[config.mk]
export PLATFORM = sky130hd
export DESIGN_NAME = irq_router
export DESIGN_NICKNAME = d
export VERILOG_FILES = /design/src/rtl/irq_router_pkg.sv /design/src/rtl/irq_prio_enc.sv /design/src/rtl/irq_chan.sv /design/src/rtl/irq_regif.sv /design/src/rtl/irq_router.sv
export SDC_FILE = /design/constraint.sdc
export NUM_CORES = 1
export LEC_CHECK = 0
export BUFFER_PORTS_ARGS = -buffer_cell sky130_fd_sc_hd__buf_2
export CAP_MARGIN = 15
export CORE_ASPECT_RATIO = 1.25
export CORE_MARGIN = 3
export CORE_UTILIZATION = 39
export DETAILED_ROUTE_END_ITERATION = 8
export GPL_TIMING_DRIVEN = 1
export PLACE_DENSITY = 0.55
export SLEW_MARGIN = 20
export SYNTH_ARGS = -nofsm -noshare
export SYNTH_HDL_FRONTEND = slang
export SYNTH_HIERARCHICAL = 1
export SYNTH_SLANG_ARGS = --single-unit
[constraint.sdc]
create_clock -name clk -period 6 [get_ports clk]
set_clock_uncertainty 0.05 [all_clocks]
set_input_delay 1.5 -clock clk [delete_from_list [all_inputs] [get_ports clk]]
set_output_delay 1.5 -clock clk [all_outputs]
set_load 0.02 [all_outputs]
[src/rtl/irq_router_pkg.sv]
package irq_router_pkg;
  localparam int unsigned DATA_W      = 32;
  localparam int unsigned VEC_BASE    = 48;
  localparam int unsigned VEC_SHIFT   = 2;
  localparam int unsigned CH_LSB      = 6;   // 0x40 stride between channels
  localparam logic [5:0]  OFS_CTRL    = 6'h00;
  localparam logic [5:0]  OFS_VEC     = 6'h04;
  localparam logic [5:0]  OFS_MASK    = 6'h10;
  localparam int unsigned CTRL_RST_B  = 0;
  localparam int unsigned CTRL_IRQ_B  = 31;

  // Vector word for a selected source; zero when nothing is selected.
  function automatic logic [DATA_W-1:0] vec_code(input logic found,
                                                 input int unsigned idx);
    if (!found) return '0;
    return DATA_W'((idx + VEC_BASE) << VEC_SHIFT);
  endfunction

  // Mask of all bit positions strictly below idx.
  function automatic logic [DATA_W-1:0] below_mask(input int unsigned idx);
    return (DATA_W'(1) << idx) - DATA_W'(1);
  endfunction
endpackage

[src/rtl/irq_prio_enc.sv]
module irq_prio_enc #(
  parameter int unsigned N = 32,
  localparam int unsigned IW = (N > 1) ? $clog2(N) : 1
) (
  input  logic [N-1:0]  req_i,
  output logic          found_o,
  output logic [IW-1:0] idx_o
);
  // Scan downward so the lowest set bit is the one left standing.
  always_comb begin
    found_o = 1'b0;
    idx_o   = '0;
    for (int k = N - 1; k >= 0; k--) begin
      if (req_i[k]) begin
        found_o = 1'b1;
        idx_o   = IW'(k);
      end
    end
  end
endmodule

[src/rtl/irq_chan.sv]
module irq_chan
  import irq_router_pkg::*;
#(
  parameter int unsigned NUM_SRC = 32,
  localparam int unsigned IW = (NUM_SRC > 1) ? $clog2(NUM_SRC) : 1
) (
  input  logic               clk,
  input  logic               rst_n,
  input  logic [NUM_SRC-1:0] src_i,
  input  logic               mask_we,
  input  logic [NUM_SRC-1:0] mask_wdata,
  input  logic               chan_rst_req,
  output logic [NUM_SRC-1:0] mask_o,
  output logic               irq_o,
  output logic [DATA_W-1:0]  vec_o
);
  logic [NUM_SRC-1:0] mask_q;
  logic               irq_q;
  logic               rst_q;       // self-clearing reset marker
  logic [NUM_SRC-1:0] hits;
  logic               found;
  logic [IW-1:0]      sel_idx;
  logic [DATA_W-1:0]  lower_hits;

  assign hits = src_i & mask_q;

  always_ff @(posedge clk or negedge rst_n) begin
    if (!rst_n)            mask_q <= '0;
    else if (chan_rst_req) mask_q <= '0;
    else if (mask_we)      mask_q <= mask_wdata;
  end

  always_ff @(posedge clk or negedge rst_n) begin
    if (!rst_n)            irq_q <= 1'b0;
    else if (chan_rst_req) irq_q <= 1'b0;
    else                   irq_q <= |hits;
  end

  always_ff @(posedge clk or negedge rst_n) begin
    if (!rst_n) rst_q <= 1'b0;
    else        rst_q <= chan_rst_req;
  end

  irq_prio_enc #(.N(NUM_SRC)) u_enc (
    .req_i  (hits),
    .found_o(found),
    .idx_o  (sel_idx)
  );

  assign vec_o      = vec_code(found, int'(sel_idx));
  assign lower_hits = DATA_W'(hits) & below_mask(int'(sel_idx));
  assign mask_o     = mask_q;
  assign irq_o      = irq_q;

  assert_out_follows_R3: assert property (@(posedge clk) disable iff (!rst_n)
    ($past(rst_n) && !$past(chan_rst_req)) |-> (irq_q == $past(found)));

  assert_rst_clears_R8: assert property (@(posedge clk) disable iff (!rst_n)
    rst_q |-> (mask_q == '0 && !irq_q));

  assert_vec_zero_R6: assert property (@(posedge clk) disable iff (!rst_n)
    !found |-> (vec_o == '0));

  assert_vec_form_R4: assert property (@(posedge clk) disable iff (!rst_n)
    found |-> (vec_o[1:0] == 2'b00 && (vec_o >> VEC_SHIFT) >= VEC_BASE));

  assert_lowest_wins_R5: assert property (@(posedge clk) disable iff (!rst_n)
    found |-> (hits[sel_idx] && lower_hits == '0));
endmodule

[src/rtl/irq_regif.sv]
module irq_regif
  import irq_router_pkg::*;
#(
  parameter int unsigned NUM_CH  = 8,
  parameter int unsigned NUM_SRC = 32,
  parameter int unsigned ADDR_W  = 12,
  localparam int unsigned CH_W = (NUM_CH > 1) ? $clog2(NUM_CH) : 1,
  localparam int unsigned HI_W = ADDR_W - CH_LSB - CH_W
) (
  input  logic               clk,
  input  logic               rst_n,
  input  logic               bus_valid,
  input  logic               bus_write,
  input  logic [ADDR_W-1:0]  bus_addr,
  input  logic [DATA_W-1:0]  bus_wdata,
  output logic [DATA_W-1:0]  bus_rdata,
  output logic [NUM_CH-1:0]  mask_we,
  output logic [NUM_SRC-1:0] mask_wdata,
  output logic [NUM_CH-1:0]  chan_rst_req,
  input  logic [NUM_SRC-1:0] masks_i [NUM_CH],
  input  logic [NUM_CH-1:0]  irqs_i,
  input  logic [DATA_W-1:0]  vecs_i  [NUM_CH]
);
  logic [5:0]        ofs;
  logic [CH_W-1:0]   ch_sel;
  logic              in_range;
  logic              wr_hit;
  logic              rd_hit;
  logic [DATA_W-1:0] rd_mux;
  logic [DATA_W-1:0] rdata_q;

  assign ofs    = bus_addr[5:0];
  assign ch_sel = bus_addr[CH_LSB +: CH_W];

  generate
    if (HI_W > 0) begin : g_hi
      assign in_range = (bus_addr[ADDR_W-1 -: HI_W] == '0) &&
                        (int'(ch_sel) < NUM_CH);
    end else begin : g_nohi
      assign in_range = (int'(ch_sel) < NUM_CH);
    end
  endgenerate

  assign wr_hit     = bus_valid && bus_write && in_range;
  assign rd_hit     = bus_valid && !bus_write;
  assign mask_wdata = bus_wdata[NUM_SRC-1:0];

  generate
    for (genvar c = 0; c < NUM_CH; c++) begin : g_dec
      assign mask_we[c]      = wr_hit && (int'(ch_sel) == c) && (ofs == OFS_MASK);
      assign chan_rst_req[c] = wr_hit && (int'(ch_sel) == c) && (ofs == OFS_CTRL)
                               && bus_wdata[CTRL_RST_B];
    end
  endgenerate

  always_comb begin
    rd_mux = '0;
    if (in_range) begin
      unique case (ofs)
        OFS_CTRL: rd_mux[CTRL_IRQ_B] = irqs_i[ch_sel];
        OFS_VEC:  rd_mux = vecs_i[ch_sel];
        OFS_MASK: rd_mux = DATA_W'(masks_i[ch_sel]);
        default:  rd_mux = '0;
      endcase
    end
  end

  always_ff @(posedge clk or negedge rst_n) begin
    if (!rst_n)      rdata_q <= '0;
    else if (rd_hit) rdata_q <= rd_mux;
  end

  assign bus_rdata = rdata_q;

  assert_one_mask_write_R2: assert property (@(posedge clk) disable iff (!rst_n)
    $onehot0(mask_we));

  assert_vec_write_inert_R10: assert property (@(posedge clk) disable iff (!rst_n)
    (bus_valid && bus_write && ofs == OFS_VEC) |-> (mask_we == '0 && chan_rst_req == '0));

  assert_ctrl_rst_reads_zero_R9: assert property (@(posedge clk) disable iff (!rst_n)
    (rd_hit && ofs == OFS_CTRL) |=> (bus_rdata[CTRL_RST_B] == 1'b0));

  assert_outside_inert_R11: assert property (@(posedge clk) disable iff (!rst_n)
    !in_range |-> (mask_we == '0 && chan_rst_req == '0));
endmodule

[src/rtl/irq_router.sv]
module irq_router
  import irq_router_pkg::*;
#(
  parameter int unsigned NUM_SRC = 32,
  parameter int unsigned NUM_CH  = 8,
  parameter int unsigned ADDR_W  = 12
) (
  input  logic               clk,
  input  logic               rst_n,
  input  logic [NUM_SRC-1:0] src_i,
  input  logic               bus_valid,
  input  logic               bus_write,
  input  logic [ADDR_W-1:0]  bus_addr,
  input  logic [31:0]        bus_wdata,
  output logic [31:0]        bus_rdata,
  output logic [NUM_CH-1:0]  ch_irq_o
);
  logic [NUM_CH-1:0]  mask_we;
  logic [NUM_SRC-1:0] mask_wdata;
  logic [NUM_CH-1:0]  chan_rst_req;
  logic [NUM_SRC-1:0] masks [NUM_CH];
  logic [DATA_W-1:0]  vecs  [NUM_CH];
  logic [NUM_CH-1:0]  irqs;

  irq_regif #(
    .NUM_CH (NUM_CH),
    .NUM_SRC(NUM_SRC),
    .ADDR_W (ADDR_W)
  ) u_regif (
    .clk         (clk),
    .rst_n       (rst_n),
    .bus_valid   (bus_valid),
    .bus_write   (bus_write),
    .bus_addr    (bus_addr),
    .bus_wdata   (bus_wdata),
    .bus_rdata   (bus_rdata),
    .mask_we     (mask_we),
    .mask_wdata  (mask_wdata),
    .chan_rst_req(chan_rst_req),
    .masks_i     (masks),
    .irqs_i      (irqs),
    .vecs_i      (vecs)
  );

  generate
    for (genvar c = 0; c < NUM_CH; c++) begin : g_ch
      irq_chan #(.NUM_SRC(NUM_SRC)) u_chan (
        .clk         (clk),
        .rst_n       (rst_n),
        .src_i       (src_i),
        .mask_we     (mask_we[c]),
        .mask_wdata  (mask_wdata),
        .chan_rst_req(chan_rst_req[c]),
        .mask_o      (masks[c]),
        .irq_o       (irqs[c]),
        .vec_o       (vecs[c])
      );
    end
  endgenerate

  assign ch_irq_o = irqs;

  assert_reset_quiet_R1: assert property (@(posedge clk) disable iff (!rst_n)
    !$past(rst_n) |-> (ch_irq_o == '0));
endmodule

======== Word-level counts from Yosys, hierarchy flattened ========
Cells that the tools add are included.
storage, ports and cells
  ROM bits ................................ 0
  logic and storage cells ................. 655
  input bits .............................. 80
  memories ................................ 0
  latch bits .............................. 0
  bits in writable memories ............... 0
  output and inout port bits .............. 40
  bits in registers ....................... 296
cells by class
  eq/ne operators ......................... 9
  order comparisons ....................... 2
  $add $sub $neg .......................... 8
  $mul .................................... 0
  shifts and indexed selects .............. 0
  divide/modulo/power cells ............... 0
  reductions and logical operators ........ 55
  bitwise gates (word level) .............. 9
  multiplexer cells ....................... 555
operators by type and width
  kind                 count
  $mux 5               256
  $mux 32              29
  $mux 1               265
  $and 32x32->32       8
  $reduce_or 32->1     8
  $bmux 32 s3          2
  $pmux 31 s2          1
  $add 5x6->7 const B  8
  $logic_and 1x1->1    35
  $reduce_bool 2->1    8
  $eq 3x3->1 const B   4
  $eq 3x2->1 const B   2
  $eq 6x3->1 const B   1
  $eq 6x5->1 const B   1
  $logic_not 3->1      2
  $logic_not 6->1      1
  $ge 4x4->1 const B   1
  $lt 3x4->1 const B   1
  $not 3->4            1
  $bmux 1 s3           1
  $eq 3x1->1 const B   1
  $pmux 1 s3           1
  $logic_not 1->1      1

======== Longest topological paths before layout ========
Gate-level depths: netlist (run 1).
  depth after elaboration ................. 40
  gate-level depth with buffers ........... 11
  gate-level depth less buffers ........... 11

======== Modules after synthesis ========
The synthesis (run 1) kept the hierarchy.
modules (own cells, without submodules)
  module        times used  sequential area each (um^2)  area each (um^2)  cells an instance
  irq_chan      8           825.8                        1,816.7           181
  irq_regif     1           800.8                        5,570.3           419
  irq_prio_enc  8           0.0                          370.4             65

======== Least setup slack after synthesis (run 1) ========
OpenSTA, ideal clock, no wires.
  kind .................................... input to register
  from .................................... input src_i[20]
  to ...................................... register u_regif.rdata_q[7] (netlist: u_regif/bus_rdata[7])
  stages on the path ...................... 10
  path buffers ............................ 1
  setup time .............................. 124 ps
  required time ........................... 5,826 ps
  data arrival time ....................... 3,612 ps
  slack ................................... 2,214 ps
  cells stage by stage .................... and2_1 or4_4 nor3_1 nand3b_1 nor2b_1 buf_4 mux4_2 mux2i_1 a2bb2oi_1 o21ai_1
RTL lines
  what                  RTL line          text
  start, declared       irq_router.sv:10  input logic [NUM_SRC-1:0] src_i,
  end signal, assigned  irq_regif.sv:70   else if (rd_hit) rdata_q <= rd_mux;
  end, declared         irq_regif.sv:30   logic [DATA_W-1:0] rdata_q;

==> results of run 1 <==
==> power by group through the flow <==
| stage | clock [uW] | combinational, uW | sequential (uW) |
|---|---|---|---|
| 6_report | 2200 | 401 | 2010 |
| 5_1_grt | 2320 | 436 | 2010 |
| 4_1_cts | 2250 | 392 | 2010 |
| 3_5_place_dp | 0 | 392 | 2040 |
| 3_3_place_gp | 0 | 390 | 2040 |
| 2_1_floorplan | 0 | 335 | 2050 |
==> final timing paths <==
kind | cells after the start | endpoint | slack [ns] | from
worst max-delay path | 11 | u_regif/bus_rdata[5] | 1.95 | src_i[24]
worst min-delay path | 2 | u_regif/bus_rdata[11] | 0.44 | u_regif/bus_rdata[11]
worst max register to register | 10 | u_regif/bus_rdata[5] | 2.71 | g_ch[3].u_chan/mask_o[24]
worst min register to register | 2 | u_regif/bus_rdata[11] | 0.44 | u_regif/bus_rdata[11]
max in group asynchronous | 2 | g_ch[1].u_chan/mask_o[27] | 3.64 | rst_n
min in group asynchronous | 1 | g_ch[4].u_chan/mask_o[27] | 0.88 | rst_n
==> routing by layer <==
layer | GRT usage | vias to the layer above | wire [um]
li1 | - | 8233 | -
met1 | 0.352 | 9470 | 34900
met2 | 0.486 | 776 | 43200
met3 | 0.0441 | 218 | 5590
met4 | 0.130 | 4 | 4710
met5 | 0 | - | 14
==> stage by stage <==
stage | worst slack, ns | instances | cell area [um2] | total power, uW | utilization
2_1_floorplan | 2.21 | 2579 | 23800 | 2380 | -
3_3_place_gp | 1.30 | 3128 | 23300 | 2430 | 0.399
3_5_place_dp | 1.36 | 3132 | 23400 | 2440 | 0.401
4_1_cts | 1.93 | 3193 | 24600 | 4650 | 0.421
5_1_grt | 1.76 | 3193 | 24600 | 4770 | 0.421
6_report | 1.95 | 3194 | 24600 | 4610 | 0.421
==> final cells by class <==
class / instances / area (um2) / area share
diodes: 1 / 2.50 / 0.000102
clock buffers: 54 / 1080 / 0.0439
clock inverters: 7 / 76.3 / 0.00310
inverters: 50 / 190 / 0.00773
multi-input cells: 1881 / 14000 / 0.568
flip-flops and latches: 296 / 7410 / 0.301
well taps: 757 / 947 / 0.0385
repair buffers: 148 / 930 / 0.0378
==> kinds of logic after synthesis <==
kind of cell / Yosys count
and+or+nand+nor: 974
buffers and inverters: 402
DFF: 296
AOI/OAI and AO/OA: 252
other: 8
muxes: 455
==> flip-flops by register name (all words and copies together) (netlist names) <==
name	cells
u_regif/bus_rdata	32
g_ch.u_chan/mask_o	256
g_ch.u_chan/irq_o	8
==> layout by cell type, fill, tap and decap left out, types with 12 or more instances in the layout <==
cell type  synthesis  layout
o31ai_1           16      16
o21ai_0           24      24
and2_1           297     297
mux2i_1          328     328
nand3_1           19      19
buf_4            249      23
inv_1             50      49
a2bb2oi_1         31      31
dfrtp_1          296     296
o21ai_1           39      39
or4_1             48      48
nor4_1            74      74
mux4_2           126     126
nor2_4             0      12
clkbuf_16          0      37
nand2_1           28      28
nor2_1           372     360
o311ai_0          16      16
conb_1             8     200
buf_2             54     116
a21oi_1           58      58
a2111oi_0         17      17
nor3b_1           16      16
nor3_1            53      49
==> worst register-to-register path, delay by kind of cell, from the launching register on <==
| family | cells | cell delay, ns |
|---|---|---|
| and+or+nand+nor | 6 | 1.65 |
| muxes | 2 | 0.78 |
| DFF | 1 | 0.40 |
| AOI/OAI and AO/OA | 2 | 0.27 |
==> reports/qor.txt, run 1 <==
Status -> completed
Post-Synth Adder-Cell Area -> 0
Final #Nets -> 2492
Routed Wire Length -> 88400 um
# H-tree levels -> 2
GRT Util Overall -> 0.283
Largest net degree at the start of global routing -> 98
Final hold vios -> 0
DRC errors left -> 0
Fill count -> 5781
Hold slack final -> 0.444 ns
Critical path's top delay family -> simple AND/OR/NAND/NOR gates
Postcts setup bufs -> 0
Synth Area in Compound Gates -> 0.0737
Slew headroom -> 0.321
CP Max Fanout -> 8
Sequential Power Share -> 0.436
Slowest cell on the critical path -> nor4_1
Total power density per cell area -> 187 nW/um2
Row count -> 99
Floorplan core area -> 58500 um2
Max-slew violation count -> 0
Global-route wire length before repair -> 130000 um
Hold_buf cts -> 0
#FFs+latches synth -> 296
Via Count -> 18700
Synth Area per Inst -> 9.66 um2
Comb pwr share -> 0.087
Share of the synthesized area in the top cell type -> 0.321
CP arrival -> 4.41 ns
Global route overflow -> 0
TritonRoute pass-1 iters -> 7
Initial DRC count -> 1558
Net Switching -> 1170 uW
Crit start category -> primary input
Crit path kind -> in2reg
Post-Synth XOR/XNOR Area -> 0
RSZ-0062 raised after global routing -> false
Simple-gate share of the synthesized area -> 0.229
Post-synth EDFFs -> 0
Share of cells above drive strength 1 -> 0.164
Clk sinks -> 296
Max_cap viols -> 0
Post-CTS sizing -> 0
Max VDD drop -> 139 uV
Worst skew pair latency -> 0.55 ns
Antenna violations before repair -> 7
Final Wtd Congestion -> 1.03
Sequential-to-total area share from yosys stat -> 0.321
Yosys top cell by area -> dfrtp_1
Starting Density -> 0.395
Unique cell type count in the Yosys netlist -> 47
Die Area -> 62100 um2
Post-synthesis mux area share -> 0.266
Largest family of logic cells by synthesized area -> multiplexers
I/O Buffers -> 119
Internal power -> 3440 uW
Most used cell, CP -> and2_1
Dpl hpwl -> 64900 um
Number of global-route vias before repair -> 19300
Synth area leaders -> dfrtp_1 32%, mux2i_1 14%, mux4_2 12%
Post-synth top flop -> dfrtp_1
Mapped Cells -> 2387
Layout overhead on the synthesized area -> 6.67%
CTS tree -> built
Critical path required time -> 6.36 ns
Min-delay worst type -> reg2reg
Switching share of power -> 0.255
Yosys warns -> 6
F_max -> 247 MHz
Cell leakage power -> 0.0111 uW
Async SR Flop Fraction -> 1.00
Clock root buffer -> clkbuf_16
IO Pins -> 120
Longest Clk Path Bufs -> 3
Cts bufs inserted -> 35
Die Ht -> 278 um
Tcrit/Tclk final -> 0.674
Commonest cells post-synth -> 372 x nor2_1, 328 x mux2i_1, 297 x and2_1
Worst path bufs/invs -> 1
Crit path cell chain -> buf_2, and2_1, nor4_1, nand3_1, nor3_1, nand3b_1, and2_1, mux4_2, mux2i_1, a2bb2oi_1, o21ai_1
Dominant cell by count in the synthesized netlist -> nor2_1
Sum Neg Setup Slack -> 0 ns
Clock power share -> 0.478
Drt wl/cell -> 27.7 um
Post-route ant nets -> 0
CP endpoint kind -> register
Tmin final -> 4.05 ns
Setup Viol. Count Final -> 0
Drt via density -> 5.86
Clk pin slew, worst setup/hold paths -> 0.06 ns
Cell Area, Synth -> 23100 um2
Slew at the pin with the worst max-slew slack -> 0.991 ns
Crit path largest cell delay -> 0.49 ns
Die X-Extent -> 224 um
Note: power is estimated with default switching activity, not from simulation.
==> inputs of run 2 (changes only) <==
PLACE_DENSITY = 0.57   (was 0.55)
clock period = 3.4 ns   (was 6 ns; I/O delays follow)
==> run 2 against run 1 <==
  * Core utilization rose by 4.1 points
  * Routed wire length increased by 6.8%
  * Worst hold slack got worse by 0.19 ns
  * Sequential share of layout area is 2.7 points lower
  * Global-route usage increased by 1.9 points
  * First-iteration DRC count grew 4.3%
  * Sequential cell count stayed put
  * Combinational power up 85%
  * Setup slack got worse by 1.8 ns
  * Count of clock-buffer cells in the layout fell by 7
  * Final cell count rose by 9.1%
  * Via count up 7.4%
  * Critical endpoint is now u_regif/bus_rdata[8]
  * Largest power group unchanged
  * Highest routed layer unchanged
==> reports/qor.txt, run 2 (synthesis results as in run 1) <==
Status -> completed
DRC errors left -> 0 (unchanged)
Post-CTS sizing -> 0 (unchanged)
Max VDD drop -> 244 uV (+75%)
Dpl hpwl -> 72100 um (+11%)
Final hold vios -> 0 (unchanged)
Drt via density -> 5.76 (-1.5%)
Fill count -> 5685 (-1.7%)
Max reg flops -> 256 (unchanged)
CP endpoint kind -> register
I/O Buffers -> 119 (unchanged)
Tcrit/Tclk final -> 0.952
Drt wl/cell -> 27.1 um (-2.1%)
Die Area -> 62100 um2 (unchanged)
Slowest cell on the critical path -> mux4_2
Postcts setup bufs -> 0 (unchanged)
Crit path largest cell delay -> 0.49 ns (about the same)
Hold slack final -> 0.259 ns (-0.185 ns)
DP Area -> 26000 um2 (+11%)
Final #Nets -> 2783 (+12%)
Cell leakage power -> 0.0126 uW (+14%)
Antenna violations before repair -> 9 (+2)
Commonest cells after routing, fill and taps aside -> 360 x nor2_1, 328 x mux2i_1, 297 x and2_1, 296 x dfrtp_1, 287 x buf_4
DP Worst Slack -> -0.385 ns (-1.75 ns)
Longest Clk Path Bufs -> 3 (unchanged)
Die X-Extent -> 224 um (unchanged)
Floorplan core area -> 58500 um2 (unchanged)
RSZ-0062 raised after global routing -> false
Die Ht -> 278 um (unchanged)
# H-tree levels -> 2 (unchanged)
Via Count -> 20100 (+7.4%)
Crit start category -> primary input
Tmin final -> 3.24 ns
Max_cap viols -> 0 (unchanged)
Final Wtd Congestion -> 1.00 (-2.4%)
Initial DRC count -> 1625 (+4.3%)
Worst skew pair latency -> 0.55 ns (about the same)
Crit path cell chain -> buf_2, and2_1, nor4_1, nand3_1, nor3_1, buf_4, nand3b_1, and2_1, mux4_2, mux2i_1, a2bb2oi_1, o21ai_1
Sequential Area -> 7410 um2 (unchanged)
Area of the multi-input gates -> 14000 um2 (-0.11%)
Slew headroom -> 0.514 (+0.193)
Clock root buffer -> clkbuf_16
Final instance area -> 27000 um2 (+9.9%)
Sum Neg Setup Slack -> 0 ns (unchanged)
Share of cells above drive strength 1 -> 0.252 (+0.0883)
Post-route ant nets -> 0 (unchanged)
CP arrival -> 3.61 ns (-0.80 ns)
Clk pin slew, worst setup/hold paths -> 0.07 ns (about the same)
Slew at the pin with the worst max-slew slack -> 0.728 ns (-0.263 ns)
F_max -> 309 MHz
Routed Wire Length -> 94400 um (+6.8%)
Reg2reg setup slack -> 0.24 ns (-2.47 ns)
Cts bufs inserted -> 34 (-2.9%)
Total power density per cell area -> 294 nW/um2 (+57%)
Commonest non-fill, non-tap cell in the layout -> nor2_1
Number of global-route vias before repair -> 21000 (+9.0%)
Crit path kind -> in2reg
Max-slew violation count -> 0 (unchanged)
Setup Viol. Count Final -> 0 (unchanged)
TritonRoute pass-1 iters -> 5 (-2)
IO Pins -> 120 (unchanged)
Most used cell, CP -> and2_1
CP Max Fanout -> 8 (unchanged)
Global route overflow -> 0 (unchanged)
Min-delay worst type -> in2async
Starting Density -> 0.395 (unchanged)
Layout overhead on the synthesized area -> 17.2%
Hold_buf cts -> 0 (unchanged)
Final Power -> 7950 uW (+72%)
GRT Util Overall -> 0.302 (+0.0189)
Global-route wire length before repair -> 138000 um (+6.6%)
Critical path required time -> 3.77 ns (-2.59 ns)
Row count -> 99 (unchanged)
Clk sinks -> 296 (unchanged)
Worst setup margin -> 0.163 ns (-1.79 ns)
CTS tree -> built
Largest net degree at the start of global routing -> 73 (-26%)
run 2: changes by cell type in the layout (fill, tap and decap cells not counted), sizes merged:
cell,before,now
bufinv,1,2
clkinvlp,1,0
clkbuf,54,47
diode,1,2
clkinv,3,7
buf,148,440
run 2: power breakdown:
group / switching, uW / internal, uW / leakage [uW]
Sequential: 9.06 / 3530 / 0.00414
Combinational: 445 / 297 / 0.00791
Clock: 1550 / 2110 / 0.000528
Total: 2010 / 5940 / 0.0126
run 2: final timing paths:
check	depth (start not counted)	to	from
worst max-delay path	12	u_regif/bus_rdata[8]	src_i[24]
worst max register to register	11	u_regif/bus_rdata[8]	g_ch[4].u_chan/mask_o[27]
worst min-delay path	1	g_ch[4].u_chan/mask_o[26]	rst_n
max in group asynchronous	3	g_ch[0].u_chan/mask_o[28]	rst_n
min in group clk	2	u_regif/bus_rdata[1]	u_regif/bus_rdata[1]
worst min register to register	2	u_regif/bus_rdata[1]	u_regif/bus_rdata[1]
run 2: layer usage:
metal	GRT usage	up-vias	wire, um
met2	0.530	763	46900
li1	-	8824	-
met4	0.140	8	5000
met1	0.368	10300	37000
met5	0	-	54
met3	0.0418	227	5360
run 2: per-stage QoR:
| stage | util | instances |
|---|---|---|
| floorplan | - | 2579 |
| global placement | 0.444 | 3424 |
| detailed placement | 0.444 | 3424 |
| CTS | 0.462 | 3482 |
| global route | 0.462 | 3484 |
| finish | 0.462 | 3484 |
run 2: final cells by class:
class,instances,share of cell area
diodes,2,0.000185
clock inverters,11,0.00430
clock buffers,47,0.0352
inverters,50,0.00704
multi-input cells,1881,0.516
well taps,757,0.0350
repair buffers,440,0.128
flip-flops and latches,296,0.274
run 2: worst max-delay path: cells and delay by family:
kind	cells	cell delay [ns]
buffers and inverters	2	0.33
muxes	2	0.64
and+or+nand+nor	6	1.49
AOI/OAI and AO/OA	2	0.29
